File: src/rtl/ldm_pkg.sv
package ldm_pkg;
  typedef enum logic [1:0] {
    KIND_HELD = 2'd0,
    KIND_CMAX = 2'd1,
    KIND_CMIN = 2'd2,
    KIND_LINK = 2'd3
  } delay_kind_e;

  typedef struct packed {
    logic snapEn;
    logic loadEn;
  } ctrl_strb_t;
endpackage

File: src/rtl/ldm_extreme.sv
module ldm_extreme #(
  parameter int NUM_LINKS = 8,
  parameter int DELAY_W   = 11,
  parameter int LINK_W    = 3,
  parameter bit FIND_MAX  = 1'b1
) (
  input  logic [NUM_LINKS*DELAY_W-1:0] delays,
  input  logic [NUM_LINKS-1:0]         mask,
  output logic [DELAY_W-1:0]           bestVal,
  output logic [LINK_W-1:0]            bestLink
);
  logic                found;
  logic [DELAY_W-1:0]  cand;
  logic                better;

  always_comb begin
    found    = 1'b0;
    bestVal  = '0;
    bestLink = '0;
    cand     = '0;
    better   = 1'b0;
    for (int i = 0; i < NUM_LINKS; i++) begin
      cand = delays[i*DELAY_W +: DELAY_W];
      if (FIND_MAX) better = cand > bestVal;
      else          better = cand < bestVal;
      if (mask[i] && (!found || better)) begin
        bestVal  = cand;
        bestLink = LINK_W'(i);
        found    = 1'b1;
      end
    end
  end
endmodule

File: src/rtl/ldm_ctrl.sv
module ldm_ctrl
  import ldm_pkg::*;
#(
  parameter int LINK_W = 3
) (
  input  logic              clk,
  input  logic              rst_n,
  input  logic              selWrite,
  input  logic [1:0]        selKind,
  input  logic [LINK_W-1:0] selLink,
  output ctrl_strb_t        strb,
  output delay_kind_e       kindQ,
  output logic [LINK_W-1:0] linkQ,
  output logic              busy
);
  logic [1:0] phase;

  always_ff @(posedge clk) begin
    if (!rst_n) begin
      phase <= 2'd0;
      kindQ <= KIND_HELD;
      linkQ <= '0;
    end else if (selWrite) begin
      phase <= 2'd1;
      kindQ <= delay_kind_e'(selKind);
      linkQ <= selLink;
    end else if (phase == 2'd1) begin
      phase <= 2'd2;
    end else begin
      phase <= 2'd0;
    end
  end

  always_comb begin
    strb.snapEn = (phase == 2'd1);
    strb.loadEn = (phase == 2'd2);
    busy        = (phase != 2'd0);
  end


  busy_pair_chk: assert property (@(posedge clk) disable iff (!rst_n)
    $rose(busy) |=> busy);

  busy_drop_chk: assert property (@(posedge clk) disable iff (!rst_n)
    (strb.loadEn && !selWrite) |=> !busy);

  restart_chk: assert property (@(posedge clk) disable iff (!rst_n)
    selWrite |=> strb.snapEn);
endmodule

File: src/rtl/ldm_datapath.sv
module ldm_datapath
  import ldm_pkg::*;
#(
  parameter int NUM_LINKS = 8,
  parameter int DELAY_W   = 11,
  parameter int LINK_W    = 3
) (
  input  logic                 clk,
  input  logic                 rst_n,
  input  logic                 updValid,
  input  logic [LINK_W-1:0]    updLink,
  input  logic [DELAY_W-1:0]   updDelay,
  input  logic [NUM_LINKS-1:0] groupMask,
  input  logic                 heldClr,
  input  ctrl_strb_t           strb,
  input  delay_kind_e          kindQ,
  input  logic [LINK_W-1:0]    linkQ,
  output logic [DELAY_W-1:0]   rdDelay,
  output logic [LINK_W-1:0]    rdLink
);
  logic [DELAY_W-1:0]           delayQ [NUM_LINKS];
  logic [NUM_LINKS*DELAY_W-1:0] delayFlat;
  logic [DELAY_W-1:0]           maxVal, minVal, curMaxQ, curMinQ, heldQ, snapVal, muxVal;
  logic [LINK_W-1:0]            maxLink, minLink, curMaxLinkQ, curMinLinkQ, heldLinkQ;
  logic [LINK_W-1:0]            snapLink, muxLink;

  generate
    for (genvar g = 0; g < NUM_LINKS; g++) begin : g_link
      always_ff @(posedge clk) begin
        if (!rst_n)
          delayQ[g] <= '0;
        else if (updValid && (int'(updLink) == g))
          delayQ[g] <= updDelay;
      end
      assign delayFlat[g*DELAY_W +: DELAY_W] = delayQ[g];
    end
  endgenerate

  ldm_extreme #(.NUM_LINKS(NUM_LINKS), .DELAY_W(DELAY_W), .LINK_W(LINK_W), .FIND_MAX(1'b1))
    maxSearch_i (.delays(delayFlat), .mask(groupMask), .bestVal(maxVal), .bestLink(maxLink));
  ldm_extreme #(.NUM_LINKS(NUM_LINKS), .DELAY_W(DELAY_W), .LINK_W(LINK_W), .FIND_MAX(1'b0))
    minSearch_i (.delays(delayFlat), .mask(groupMask), .bestVal(minVal), .bestLink(minLink));

  always_ff @(posedge clk) begin
    if (!rst_n) begin
      curMaxQ     <= '0;
      curMaxLinkQ <= '0;
      curMinQ     <= '0;
      curMinLinkQ <= '0;
    end else begin
      curMaxQ     <= maxVal;
      curMaxLinkQ <= maxLink;
      curMinQ     <= minVal;
      curMinLinkQ <= minLink;
    end
  end

  always_ff @(posedge clk) begin
    if (!rst_n || heldClr) begin
      heldQ     <= '0;
      heldLinkQ <= '0;
    end else if (curMaxQ > heldQ) begin
      heldQ     <= curMaxQ;
      heldLinkQ <= curMaxLinkQ;
    end
  end

  always_comb begin
    muxVal  = '0;
    muxLink = '0;
    unique case (kindQ)
      KIND_HELD: begin muxVal = heldQ;   muxLink = heldLinkQ;   end
      KIND_CMAX: begin muxVal = curMaxQ; muxLink = curMaxLinkQ; end
      KIND_CMIN: begin muxVal = curMinQ; muxLink = curMinLinkQ; end
      KIND_LINK: begin
        muxLink = linkQ;
        for (int i = 0; i < NUM_LINKS; i++)
          if (int'(linkQ) == i) muxVal = delayQ[i];
      end
      default: ;
    endcase
  end

  always_ff @(posedge clk) begin
    if (!rst_n) begin
      snapVal  <= '0;
      snapLink <= '0;
      rdDelay  <= '0;
      rdLink   <= '0;
    end else begin
      if (strb.snapEn) begin
        snapVal  <= muxVal;
        snapLink <= muxLink;
      end
      if (strb.loadEn) begin
        rdDelay <= snapVal;
        rdLink  <= snapLink;
      end
    end
  end


  held_mono_chk: assert property (@(posedge clk) disable iff (!rst_n)
    !heldClr |=> heldQ >= $past(heldQ));

  held_cover_chk: assert property (@(posedge clk) disable iff (!rst_n)
    !heldClr |=> heldQ >= $past(curMaxQ));

  order_chk: assert property (@(posedge clk) disable iff (!rst_n)
    curMaxQ >= curMinQ);

  held_clear_chk: assert property (@(posedge clk) disable iff (!rst_n)
    heldClr |=> (heldQ == '0) && (heldLinkQ == '0));
endmodule

File: src/rtl/link_delay_monitor.sv
module link_delay_monitor
  import ldm_pkg::*;
#(
  parameter int NUM_LINKS = 8,
  parameter int DELAY_W   = 11,
  localparam int LINK_W   = (NUM_LINKS > 1) ? $clog2(NUM_LINKS) : 1
) (
  input  logic                 clk,
  input  logic                 rst_n,
  input  logic                 updValid,
  input  logic [LINK_W-1:0]    updLink,
  input  logic [DELAY_W-1:0]   updDelay,
  input  logic [NUM_LINKS-1:0] groupMask,
  input  logic                 heldClr,
  input  logic                 selWrite,
  input  logic [1:0]           selKind,
  input  logic [LINK_W-1:0]    selLink,
  output logic [DELAY_W-1:0]   rdDelay,
  output logic [LINK_W-1:0]    rdLink,
  output logic                 busy
);
  ctrl_strb_t        strb;
  delay_kind_e       kindQ;
  logic [LINK_W-1:0] linkQ;

  ldm_ctrl #(.LINK_W(LINK_W)) ctrl_i (
    .clk(clk), .rst_n(rst_n), .selWrite(selWrite), .selKind(selKind),
    .selLink(selLink), .strb(strb), .kindQ(kindQ), .linkQ(linkQ), .busy(busy));

  ldm_datapath #(.NUM_LINKS(NUM_LINKS), .DELAY_W(DELAY_W), .LINK_W(LINK_W)) dp_i (
    .clk(clk), .rst_n(rst_n), .updValid(updValid), .updLink(updLink),
    .updDelay(updDelay), .groupMask(groupMask), .heldClr(heldClr), .strb(strb),
    .kindQ(kindQ), .linkQ(linkQ), .rdDelay(rdDelay), .rdLink(rdLink));


  rd_hold_chk: assert property (@(posedge clk) disable iff (!rst_n)
    (!busy && !selWrite) |=> ($stable(rdDelay) && $stable(rdLink)));
endmodule

File: config.mk
export PLATFORM = sky130hd
export DESIGN_NAME = link_delay_monitor
export DESIGN_NICKNAME = d
export VERILOG_FILES = /design/src/rtl/ldm_pkg.sv /design/src/rtl/ldm_extreme.sv /design/src/rtl/ldm_ctrl.sv /design/src/rtl/ldm_datapath.sv /design/src/rtl/link_delay_monitor.sv
export SDC_FILE = /design/constraint.sdc
export NUM_CORES = 1
export LEC_CHECK = 0
export ABC_AREA = 1
export BUFFER_PORTS_ARGS = -buffer_cell sky130_fd_sc_hd__clkbuf_2
export CAP_MARGIN = 20
export CORE_UTILIZATION = 50
export CTS_BUF_LIST = sky130_fd_sc_hd__clkbuf_8
export CTS_CLUSTER_DIAMETER = 50
export DETAILED_ROUTE_END_ITERATION = 6
export GPL_TIMING_DRIVEN = 0
export PLACE_DENSITY = 0.78
export SETUP_SLACK_MARGIN = 0.02
export SLEW_MARGIN = 10
export SYNTH_ARGS = -nofsm -noshare
export SYNTH_HDL_FRONTEND = slang
export SYNTH_SLANG_ARGS = --single-unit
export TNS_END_PERCENT = 10
File: constraint.sdc
create_clock -name clk -period 18.05 [get_ports clk]
set_input_delay 1.805 -clock clk [delete_from_list [all_inputs] [get_ports clk]]
set_output_delay 1.805 -clock clk [all_outputs]
set_load 0.02 [all_outputs]
Word-level counts from Yosys, hierarchy flattened --
Memory sizes are Yosys's and may differ from the RTL's. Cells that the tools add are included.
Storage, ports and cells: bits in registers 77, bits in writable memories 88, bits of input ports 32, output and inout bits 15, word-level logic and storage cells 201, memories 1
Memory list:
- dp_i.delayQ | words 8, width 11, read ports 8, clocked after Yosys merged registers in 0, wr ports 8, line ldm_datapath.sv:21 | logic [DELAY_W-1:0] delayQ [NUM_LINKS];
Operators by class: magnitude comparators 15, equality and inequality tests 19, mux-type cells 87, bitwise gates (word level) 9, reductions and logical operators 56
Operators by type and width (count):
- $mux W11 | 31
- $gt A11 B11 Y1 | 8
- $lt A11 B11 Y1 | 7
- $pmux W11 S4 | 1
- $mux W1 | 41
- $mux W3 | 12
- $eq A3 B3 Y1 const B | 8
- $logic_and A1 B1 Y1 | 22
- $logic_or A1 B1 Y1 | 15
- $logic_not A1 Y1 | 14
- $eq A3 B2 Y1 const B | 4
- $pmux W3 S4 | 1
- $or A1 B1 Y1 | 8
- $eq A2 B2 Y1 const B | 3
- $eq A3 B1 Y1 const B | 2
- $logic_not A3 Y1 | 2
- $eq A2 B1 Y1 const B | 2
- $logic_not A2 Y1 | 1
- $mux W2 | 1
- $reduce_bool A2 Y1 | 1
- $reduce_or A2 Y1 | 1
- $not A1 Y1 | 1

Longest topological paths before layout --
Gate-level depths: netlist of run 1. An unclocked memory read counts as a cell.
word-level depth 30, depth in mapped cells 96, mapped depth without buffers 89

Cells and area by module --
From an unflattened synthesis of run 1, not the netlist that was laid out.
Second synthesis, totals: cells, all modules 1873, area total of the unflattened synthesis 13558.0 um^2
Modules (own cells, without submodules):
- ldm_datapath | times used 1, cells an instance 779, area each 6881.6 um^2, sequential area each 4043.9 um^2
- ldm_extreme at dp_i.maxSearch_i | times used 1, cells an instance 591, area each 3758.6 um^2, sequential area each 0.0 um^2
- ldm_extreme at dp_i.minSearch_i | times used 1, cells an instance 469, area each 2656.3 um^2, sequential area each 0.0 um^2
- ldm_ctrl | times used 1, cells an instance 34, area each 261.5 um^2, sequential area each 140.1 um^2

Worst setup path before layout of run 1 --
Ideal clock, no wire load.
path type input -> register, start in groupMask[0], end reg dp_i.curMaxQ[1], library setup time 0.116 ns, arrival 13.799 ns, data required time 17.934 ns, path slack 4.134 ns, cell stages on the path 94, path buffers 8, cell sequence clkbuf_1 -> nand2_1 -> ha_1 -> nand2_1 -> inv_2 -> a21oi_1 -> nand3_2 -> nand2_1 -> nand2_1 -> nand2_1 -> clkbuf_1 -> nand2_1 -> o21ai_0 -> ha_1 -> a21oi_1 -> o21ai_0 -> a21o_1 -> a21oi_1 -> [58 not listed] -> nand2_1 -> clkbuf_1 -> nand2_1 -> o21ai_0 -> ha_1 -> a21oi_1 -> o31ai_1 -> a221oi_1 -> o21ai_0 -> a221oi_1 -> o21ai_0 -> o41ai_1 -> nand2_1 -> nand2_1 -> clkbuf_1 -> nand2_1 -> o211ai_1 -> inv_1
On the way: longest elaborated chain between the ends 29, elaborated cells between the ends (all ways) 43, classes of those cells order compare: 7; mux: 15; reduce/logical: 21
RTL lines:
- start, declared | line link_delay_monitor.sv:13 | input logic [NUM_LINKS-1:0] groupMask,
- $mux W11 / $mux W1 (equally long branches) | line ldm_extreme.sv:26 | if (mask[i] && (!found || better)) begin
- $gt A11 B11 Y1 / $logic_not A1 Y1 (equally long branches) | line ldm_extreme.sv:24, ldm_extreme.sv:26
- $logic_or A1 B1 Y1 | line ldm_extreme.sv:26
- $logic_and A1 B1 Y1 | line ldm_extreme.sv:26
- $mux W11 / $mux W1 (equally long branches) | line ldm_extreme.sv:26
- $gt A11 B11 Y1 / $logic_not A1 Y1 (equally long branches) | line ldm_extreme.sv:24, ldm_extreme.sv:26
- $logic_or A1 B1 Y1 | line ldm_extreme.sv:26
- $logic_and A1 B1 Y1 | line ldm_extreme.sv:26
- [13 not listed]
- $gt A11 B11 Y1 / $logic_not A1 Y1 (equally long branches) | line ldm_extreme.sv:24, ldm_extreme.sv:26
- $logic_or A1 B1 Y1 | line ldm_extreme.sv:26
- $logic_and A1 B1 Y1 | line ldm_extreme.sv:26
- $mux W11 / $mux W1 (equally long branches) | line ldm_extreme.sv:26
- $gt A11 B11 Y1 / $logic_not A1 Y1 (equally long branches) | line ldm_extreme.sv:24, ldm_extreme.sv:26
- $logic_or A1 B1 Y1 | line ldm_extreme.sv:26
- $logic_and A1 B1 Y1 | line ldm_extreme.sv:26
- $mux W11 (*) | line ldm_extreme.sv:26
- end signal, assigned | line ldm_datapath.sv:51 | curMaxQ <= maxVal;
- end, declared | line ldm_datapath.sv:23 | logic [DELAY_W-1:0] maxVal, minVal, curMaxQ, curMinQ, heldQ, snapVal, muxVal;
Mark *: on every way between the ends. The rest lies on a longest branch, timed or not. A chain may end at the register's enable or synchronous reset.

Worst setup path after layout of run 1 --
start in groupMask[0], end reg dp_i.curMaxQ[8]
The elaborated chain is that of the path after synthesis.

==> results of run 1 <==
==> metrics by stage <==
step                      hold WS [ns]  instance area, sq um
after floorplan                  0.446                 11800
after global placement           0.456                 12400
after detailed placement         0.466                 12400
after CTS                        0.480                 12800
after global routing             0.505                 12800
final                            0.478                 12800
==> metal layers <==
| layer | part of all wire, % | GRT usage [%] | vias to the layer above |
|---|---|---|---|
| met3 | 9.3 | 5.79 | 80 |
| li1 | - | - | 5575 |
| met5 | 0 | 0 | - |
| met1 | 44 | 42.5 | 5262 |
| met4 | 2.7 | 10.6 | 0 |
| met2 | 44 | 47.2 | 524 |
==> cells in the mapped netlist, types with 3 or more instances <==
cell type,instances,area share (%)
nand2_1,395,13
o21ai_0,199,8.5
nor2_1,168,5.4
ha_1,148,16
inv_1,120,3.8
edfxtp_1,88,22
a21oi_1,85,3.6
nand3_1,81,3.4
dfxtp_1,77,13
clkbuf_1,50,1.6
o211ai_1,21,1.3
nand2_2,16,0.85
a221oi_1,15,1.1
a31oi_1,13,0.69
nand4_1,12,0.64
a21oi_2,10,0.74
buf_2,9,0.38
o2111ai_1,9,0.67
nor3_1,8,0.34
inv_2,6,0.19
a21o_1,4,0.26
a32oi_1,4,0.30
a2111oi_0,3,0.22
buf_1,3,0.096
o31ai_1,3,0.19
o41ai_1,3,0.22
==> logic make-up (layout without fill, tap and decap cells) <==
group | Yosys count | in the layout | synth area share (%)
compound gates | 380 | 380 | 18.6
fa+ha+maj | 148 | 148 | 15.7
buf+inv | 192 | 272 | 6.35
flops | 165 | 165 | 35.6
simple gates | 688 | 688 | 23.7
==> power by group through the flow <==
stage	registers (mW)	logic [mW]	clock network [mW]
finish	0.496	0.646	0.284
global route	0.499	0.736	0.299
CTS	0.492	0.633	0.284
detailed placement	0.500	0.629	0
global placement	0.500	0.606	0
floorplan	0.481	0.462	0
==> flip-flops by register name (all words and copies together) (netlist names) <==
signal            cells
ctrl_i.kindQ          2
dp_i.curMinQ         11
ctrl_i.phase          2
dp_i.delayQ          88
dp_i.rdDelay         11
dp_i.curMaxLinkQ      3
dp_i.heldQ           11
dp_i.snapVal         11
dp_i.snapLink         3
dp_i.rdLink           3
ctrl_i.linkQ          3
dp_i.curMinLinkQ      3
dp_i.heldLinkQ        3
dp_i.curMaxQ         11
==> worst register-to-register path: cells and delay by family, from the launching register on <==
family / cells / cell delay [ns]
adder cells (fa/ha/maj): 7 / 2.29
buffers and inverters: 9 / 2.22
AO/OA/AOI/OAI: 48 / 7.03
flip-flops: 1 / 0.53
AND/OR/NAND/NOR: 28 / 2.75
==> path summary, 6_finish.rpt <==
kind / from / end / slack [ns] / cells past startpoint
setup / recovery: groupMask[0] / dp_i.curMaxQ[8]$_SDFF_PN0_ / 1.63 / 95
hold / removal: dp_i.snapVal[2]$_SDFFE_PN0P_ / dp_i.snapVal[2]$_SDFFE_PN0P_ / 0.48 / 2
setup reg to reg: dp_i.delayQ[0][17]$_SDFFCE_PN0P_ / dp_i.curMaxQ[8]$_SDFF_PN0_ / 3.07 / 92
hold reg to reg: dp_i.snapVal[2]$_SDFFE_PN0P_ / dp_i.snapVal[2]$_SDFFE_PN0P_ / 0.48 / 2
==> area by class of cell <==
| type | count | area [sq um] |
|---|---|---|
| Buffer | 64 | 269 |
| Inverter | 128 | 480 |
| Clock buffer | 17 | 234 |
| Fill cell | 2180 | 10000 |
| Clock inverter | 15 | 206 |
| Sequential cell | 165 | 4180 |
| Multi-Input combinational cell | 1216 | 6830 |
| Tap cell | 313 | 392 |
| Timing Repair Buffer | 48 | 243 |
==> summary.md, run 1 <==
| Metric | Value |
|---|---|
| Outcome | `complete, no violations` |
| Final Slew Violations | `0` |
| Die H | `155 um` |
| Syn avg cell area | `7.48 sq um` |
| Power per cell area | `111 nW/um^2` |
| Via count | `11400` |
| Post-synth ARST share | `0%` |
| Core area | `22800 sq um` |
| Endpoints failing setup | `0` |
| Initial antenna violation count | `0` |
| Critical path's slowest cell | `o21ai_0` |
| Worst-Margin Slew | `0.584 ns` |
| Starting DRC count in detailed routing | `1281` |
| First-pass GRT wire length | `56800 um` |
| Top_reg_cell synth | `edfxtp_1` |
| Fin crit share | `91.0%` |
| Data arrival, critical path | `16.77 ns` |
| DRC Markers | `0` |
| Nets | `1820` |
| Die X | `155 um` |
| Sequential fraction of the synthesis area | `35.6%` |
| Clock Power Share | `19.9%` |
| Design Power | `1.43 mW` |
| CTS Hold Buffers Added | `0` |
| Startpoint class of the critical path | `input port` |
| CP Capture Type | `flop` |
| Synth Warn # | `0` |
| Crit-path max cell delay | `0.38 ns` |
| Post-route setup slack | `1.63 ns` |
| Initial Utilization | `51.5%` |
| Drt pass-1 iters | `6` |
| Sw frac | `44.6%` |
| Hold Violations, Final | `0` |
| Worst vdd ir | `0.0668 mV` |
| Skew-Pair Late Insertion Delay | `0.48 ns` |
| H-tree levels | `4` |
| Synth Cell Area | `11800 sq um` |
| Min Tclk post-route | `16.42 ns` |
| Most frequent cells in the layout | `nand2_1 (395), o21ai_0 (198), nor2_1 (168)` |
| Max-cap viol count | `0` |
| Worst-path maximum fanout | `10` |
| Worst Path Required | `18.41 ns` |
| # diodes | `0` |
| RSZ-0062 raised after global routing | `false` |
| Via density | `5.82` |
| Final Skew | `0.0228 ns` |
| Pre-CTS setup slack | `1.40 ns` |
| Comb pwr share | `45.3%` |
| Leak pwr | `5.94 nW` |
| Crit path kind | `in -> reg` |
| Slew margin rel. | `60.7%` |
| Fin util | `56.2%` |
| Std-Cell Rows | `55` |
| Post-CTS setup buffers | `0` |
| Unique masters post-synth | `42` |
| Post-synthesis cell count | `1573` |
| Top Ports | `47` |
| Most used cell, CP | `nand2_1` |
| RD Place Congestion | `1.01` |
| Yosys reg bits | `165` |
| Count of antenna-violating nets left after detailed routing | `0` |
| Total Routed Length | `35900 um` |
| CTS tree | `done` |
| Setup TNS | `0 ns` |
| HP Class | `reg -> reg` |
| Net Count, Synth | `1753` |
| Cell Int Power | `0.789 mW` |
| Post-Layout Cell Count | `1966` |
| GRT Total Usage | `30.5%` |
| Clk slew on worst S/H paths | `0.11 ns` |
| Max Fclk | `60.9 MHz` |
| Crit path max-delay family | `compound AO/OA/AOI/OAI gates` |
| Layout area overhead | `9.16%` |
| Buf/Inv on CP | `11` |
| DR WL/cell | `18.2 um` |
| Largest net degree at the start of global routing | `20` |
| Number of synthesized flops with an enable pin | `88` |
| Hpwl dp | `28700 um` |
| IO Port Bufs | `46` |
| Clk sinks | `165` |
| Fraction of layout cells with a size suffix above 1 | `7.92%` |
| Most common cell after layout, fill and taps aside | `nand2_1` |
| Max Root-Sink Buffers | `2` |
| Placed insts | `1933` |
| Vias in the first global route | `10900` |
| Die area | `24100 sq um` |
| CTS root buffer | `clkbuf_8` |
| Seq pwr share | `34.8%` |
| Psw | `0.636 mW` |
| Global route overflow | `0` |
| CTS resizes | `0` |
| CTS buffer count | `17` |
Power figures use the tool's default switching activity.
==> run 2, diff against run 1 <==
--- a/config.mk
+++ b/config.mk
@@ -8,6 +8,7 @@
 export ABC_AREA = 1
 export BUFFER_PORTS_ARGS = -buffer_cell sky130_fd_sc_hd__clkbuf_2
 export CAP_MARGIN = 20
+export CORE_ASPECT_RATIO = 1.1
 export CORE_UTILIZATION = 50
 export CTS_BUF_LIST = sky130_fd_sc_hd__clkbuf_8
 export CTS_CLUSTER_DIAMETER = 50
==> run 2 against run 1 <==
  * Sequential power about the same
  * Clock skew shrank 0.0056 ns
  * Via count is essentially flat
  * Clock power is 4% lower
  * Global-route usage down 0.20 points
  * Die area is essentially flat
  * Highest routed layer unchanged
==> summary.md, run 2 (synthesized netlist as in run 1, its figures left out) <==
| Metric | Value |
|---|---|
| Outcome | `complete, no violations` |
| Cell Int Power | `0.796 mW (+0.85%)` |
| CTS buffer count | `17 (unchanged)` |
| Worst hold path stage count | `2 (unchanged)` |
| Power per cell area | `110 nW/um^2 (-0.98%)` |
| Worst vdd ir | `0.0535 mV (-20%)` |
| Hpwl dp | `29600 um (+3.3%)` |
| Std-Cell Rows | `58 (+5.5%)` |
| Dpl cell area | `12400 sq um (-0.13%)` |
| Count of antenna-violating nets left after detailed routing | `0 (unchanged)` |
| Total Routed Length | `36000 um (+0.42%)` |
| Crit-path max cell delay | `0.37 ns (about the same)` |
| Worst-Margin Slew | `0.774 ns (+0.190 ns)` |
| Max-cap viol count | `0 (unchanged)` |
| Starting DRC count in detailed routing | `1129 (-12%)` |
| Most frequent cells in the layout | `nand2_1 (395), o21ai_0 (198), nor2_1 (168)` |
| Die H | `163 um (+4.8%)` |
| R2R cell count | `93 (+1.1%)` |
| Die area | `24100 sq um (about the same)` |
| Max Root-Sink Buffers | `2 (unchanged)` |
| Endpoints failing setup | `0 (unchanged)` |
| Crit path kind | `in -> reg` |
| Skew-Pair Late Insertion Delay | `0.46 ns (-0.02 ns)` |
| Top reg by flops | `dp_i.delayQ` |
| Max FFs per register | `88 (unchanged)` |
| CTS tree | `done` |
| GRT Total Usage | `30.3% (-0.20 points)` |
| Data arrival, critical path | `16.64 ns (-0.13 ns)` |
| Most common cell after layout, fill and taps aside | `nand2_1` |
| Min Tclk post-route | `16.29 ns (-0.127 ns)` |
| Hold Violations, Final | `0 (unchanged)` |
| DRC Markers | `0 (unchanged)` |
| Initial Utilization | `51.1% (-0.35 points)` |
| Setup TNS | `0 ns (unchanged)` |
| Via count | `11400 (-0.070%)` |
| Worst-path maximum fanout | `10 (unchanged)` |
| Sw frac | `43.4% (-1.2 points)` |
| Initial antenna violation count | `0 (unchanged)` |
| Clock Power Share | `19.4% (-0.5 points)` |
| Fraction of layout cells with a size suffix above 1 | `8.11% (+0.19 points)` |
| Fin util | `55.6% (-0.60 points)` |
| DR WL/cell | `18.5 um (+1.1%)` |
| Top Ports | `47 (unchanged)` |
| Worst Path Required | `18.40 ns (about the same)` |
| First-pass GRT wire length | `55800 um (-1.6%)` |
| Via density | `5.86 (+0.65%)` |
| Final Skew | `0.0172 ns (-0.00559 ns)` |
| # diodes | `0 (unchanged)` |
| Hold WS | `0.474 ns (-0.00444 ns)` |
| Final Instance Area | `12800 sq um (-0.39%)` |
| Design Power | `1.41 mW (-1.4%)` |
| IO Port Bufs | `46 (unchanged)` |
| Die X | `148 um (-4.6%)` |
| Max Fclk | `61.4 MHz (+0.78%)` |
| Clk slew on worst S/H paths | `0.10 ns (about the same)` |
| RSZ-0062 raised after global routing | `false` |
| Fin crit share | `90.3% (-0.70 points)` |
| RD Place Congestion | `1.06 (+4.7%)` |
| CP Capture Type | `flop` |
| CTS root buffer | `clkbuf_8` |
| Leak pwr | `5.93 nW (-0.11%)` |
| HP Class | `reg -> reg` |
| Startpoint class of the critical path | `input port` |
| Seq pwr share | `35.3% (+0.5 points)` |
| Global route overflow | `0 (unchanged)` |
| Worst Hold Launch | `dp_i.snapVal[5]$_SDFFE_PN0P_` |
| Reg-to-Reg End | `dp_i.curMaxQ[9]$_SDFF_PN0_` |
| Worst setup path startpoint | `groupMask[0]` |
| Slew margin rel. | `48.1% (-13 points)` |
| Core area | `23000 sq um (+0.69%)` |
| Nets | `1819 (-0.055%)` |
| Layout area overhead | `8.74%` |
| Drt pass-1 iters | `5 (-1)` |
| Clk sinks | `165 (unchanged)` |
| Hold EP | `dp_i.snapVal[5]$_SDFFE_PN0P_` |
| FF-to-FF setup slack | `3.07 ns (about the same)` |
| Comb pwr share | `45.3% (about the same)` |
| Most used cell, CP | `nand2_1` |
| Psw | `0.610 mW (-4.1%)` |
| Vias in the first global route | `10600 (-2.7%)` |
| RR Startpoint | `dp_i.delayQ[0][10]$_SDFFCE_PN0P_` |
| Critical path's slowest cell | `ha_1` |
| H-tree levels | `4 (unchanged)` |
| Largest net degree at the start of global routing | `17 (-15%)` |
| Final Slew Violations | `0 (unchanged)` |
==> run 2: cell count changes in the layout (fill, tap and decap cells not counted), sizes merged <==
cell	delta
bufinv	+1
buf	-1
inv	+1
clkinv	-2
==> run 2: area by class of cell <==
type	count	area, sq um
repair buffers	47	238
flip-flops and latches	165	4180
clock inverters	15	169
fillers	2098	10200
plain buffers	64	273
inverters	128	480
clock buffers	17	234
well taps	300	375
multi-input cells	1216	6830
==> run 2: worst max-delay path by stage <==
stage	end	slack, ns	cells after the start
detailed placement	dp_i.curMaxLinkQ[1]$_SDFF_PN0_	0.99	93
global route	dp_i.curMaxQ[9]$_SDFF_PN0_	0.09	95
floorplan	dp_i.curMaxQ[1]$_SDFF_PN0_	4.13	94
CTS	dp_i.curMaxQ[1]$_SDFF_PN0_	1.45	95
global placement	dp_i.curMaxQ[1]$_SDFF_PN0_	1.32	95
finish	dp_i.curMaxQ[9]$_SDFF_PN0_	1.76	95
==> run 2: power groups by stage <==
| stage | Combinational, mW | Clock (mW) | Sequential, mW |
|---|---|---|---|
| floorplan | 0.462 | 0 | 0.481 |
| finish | 0.637 | 0.273 | 0.496 |
| CTS | 0.629 | 0.272 | 0.494 |
| global route | 0.726 | 0.289 | 0.499 |
| global placement | 0.600 | 0 | 0.502 |
| detailed placement | 0.624 | 0 | 0.502 |
==> run 2: through the flow <==
stage	cells	worst slack, ns
3_5_place_dp	1920	0.991
6_report	1952	1.76
4_1_cts	1952	1.45
5_1_grt	1952	0.0946
3_3_place_gp	1919	1.32
2_1_floorplan	1573	4.13
==> run 2: metal layers <==
| layer | up-vias | GRT usage (%) | part of all wire [%] |
|---|---|---|---|
| met4 | 0 | 20.8 | 7.3 |
| met3 | 138 | 3.73 | 6.8 |
| met1 | 5182 | 35.5 | 38 |
| li1 | 5564 | - | - |
| met2 | 549 | 51.6 | 48 |
| met5 | - | 0 | 0 |
==> run 2: timing repair <==
| action | CTS | global route |
|---|---|---|
| setup endpoints to repair | 0 | 14 |
| gates resized for setup | 0 | 9 |
| hold buffers | 0 | 0 |
| setup buffers | 0 | 0 |
==> run 2: worst max-delay path, delay by kind of cell <==
| kind | cells | cell delay (ns) |
|---|---|---|
| AOI/OAI and AO/OA | 48 | 7.24 |
| adders and majority gates | 7 | 2.24 |
| buffers and inverters | 11 | 2.47 |
| and+or+nand+nor | 29 | 2.91 |
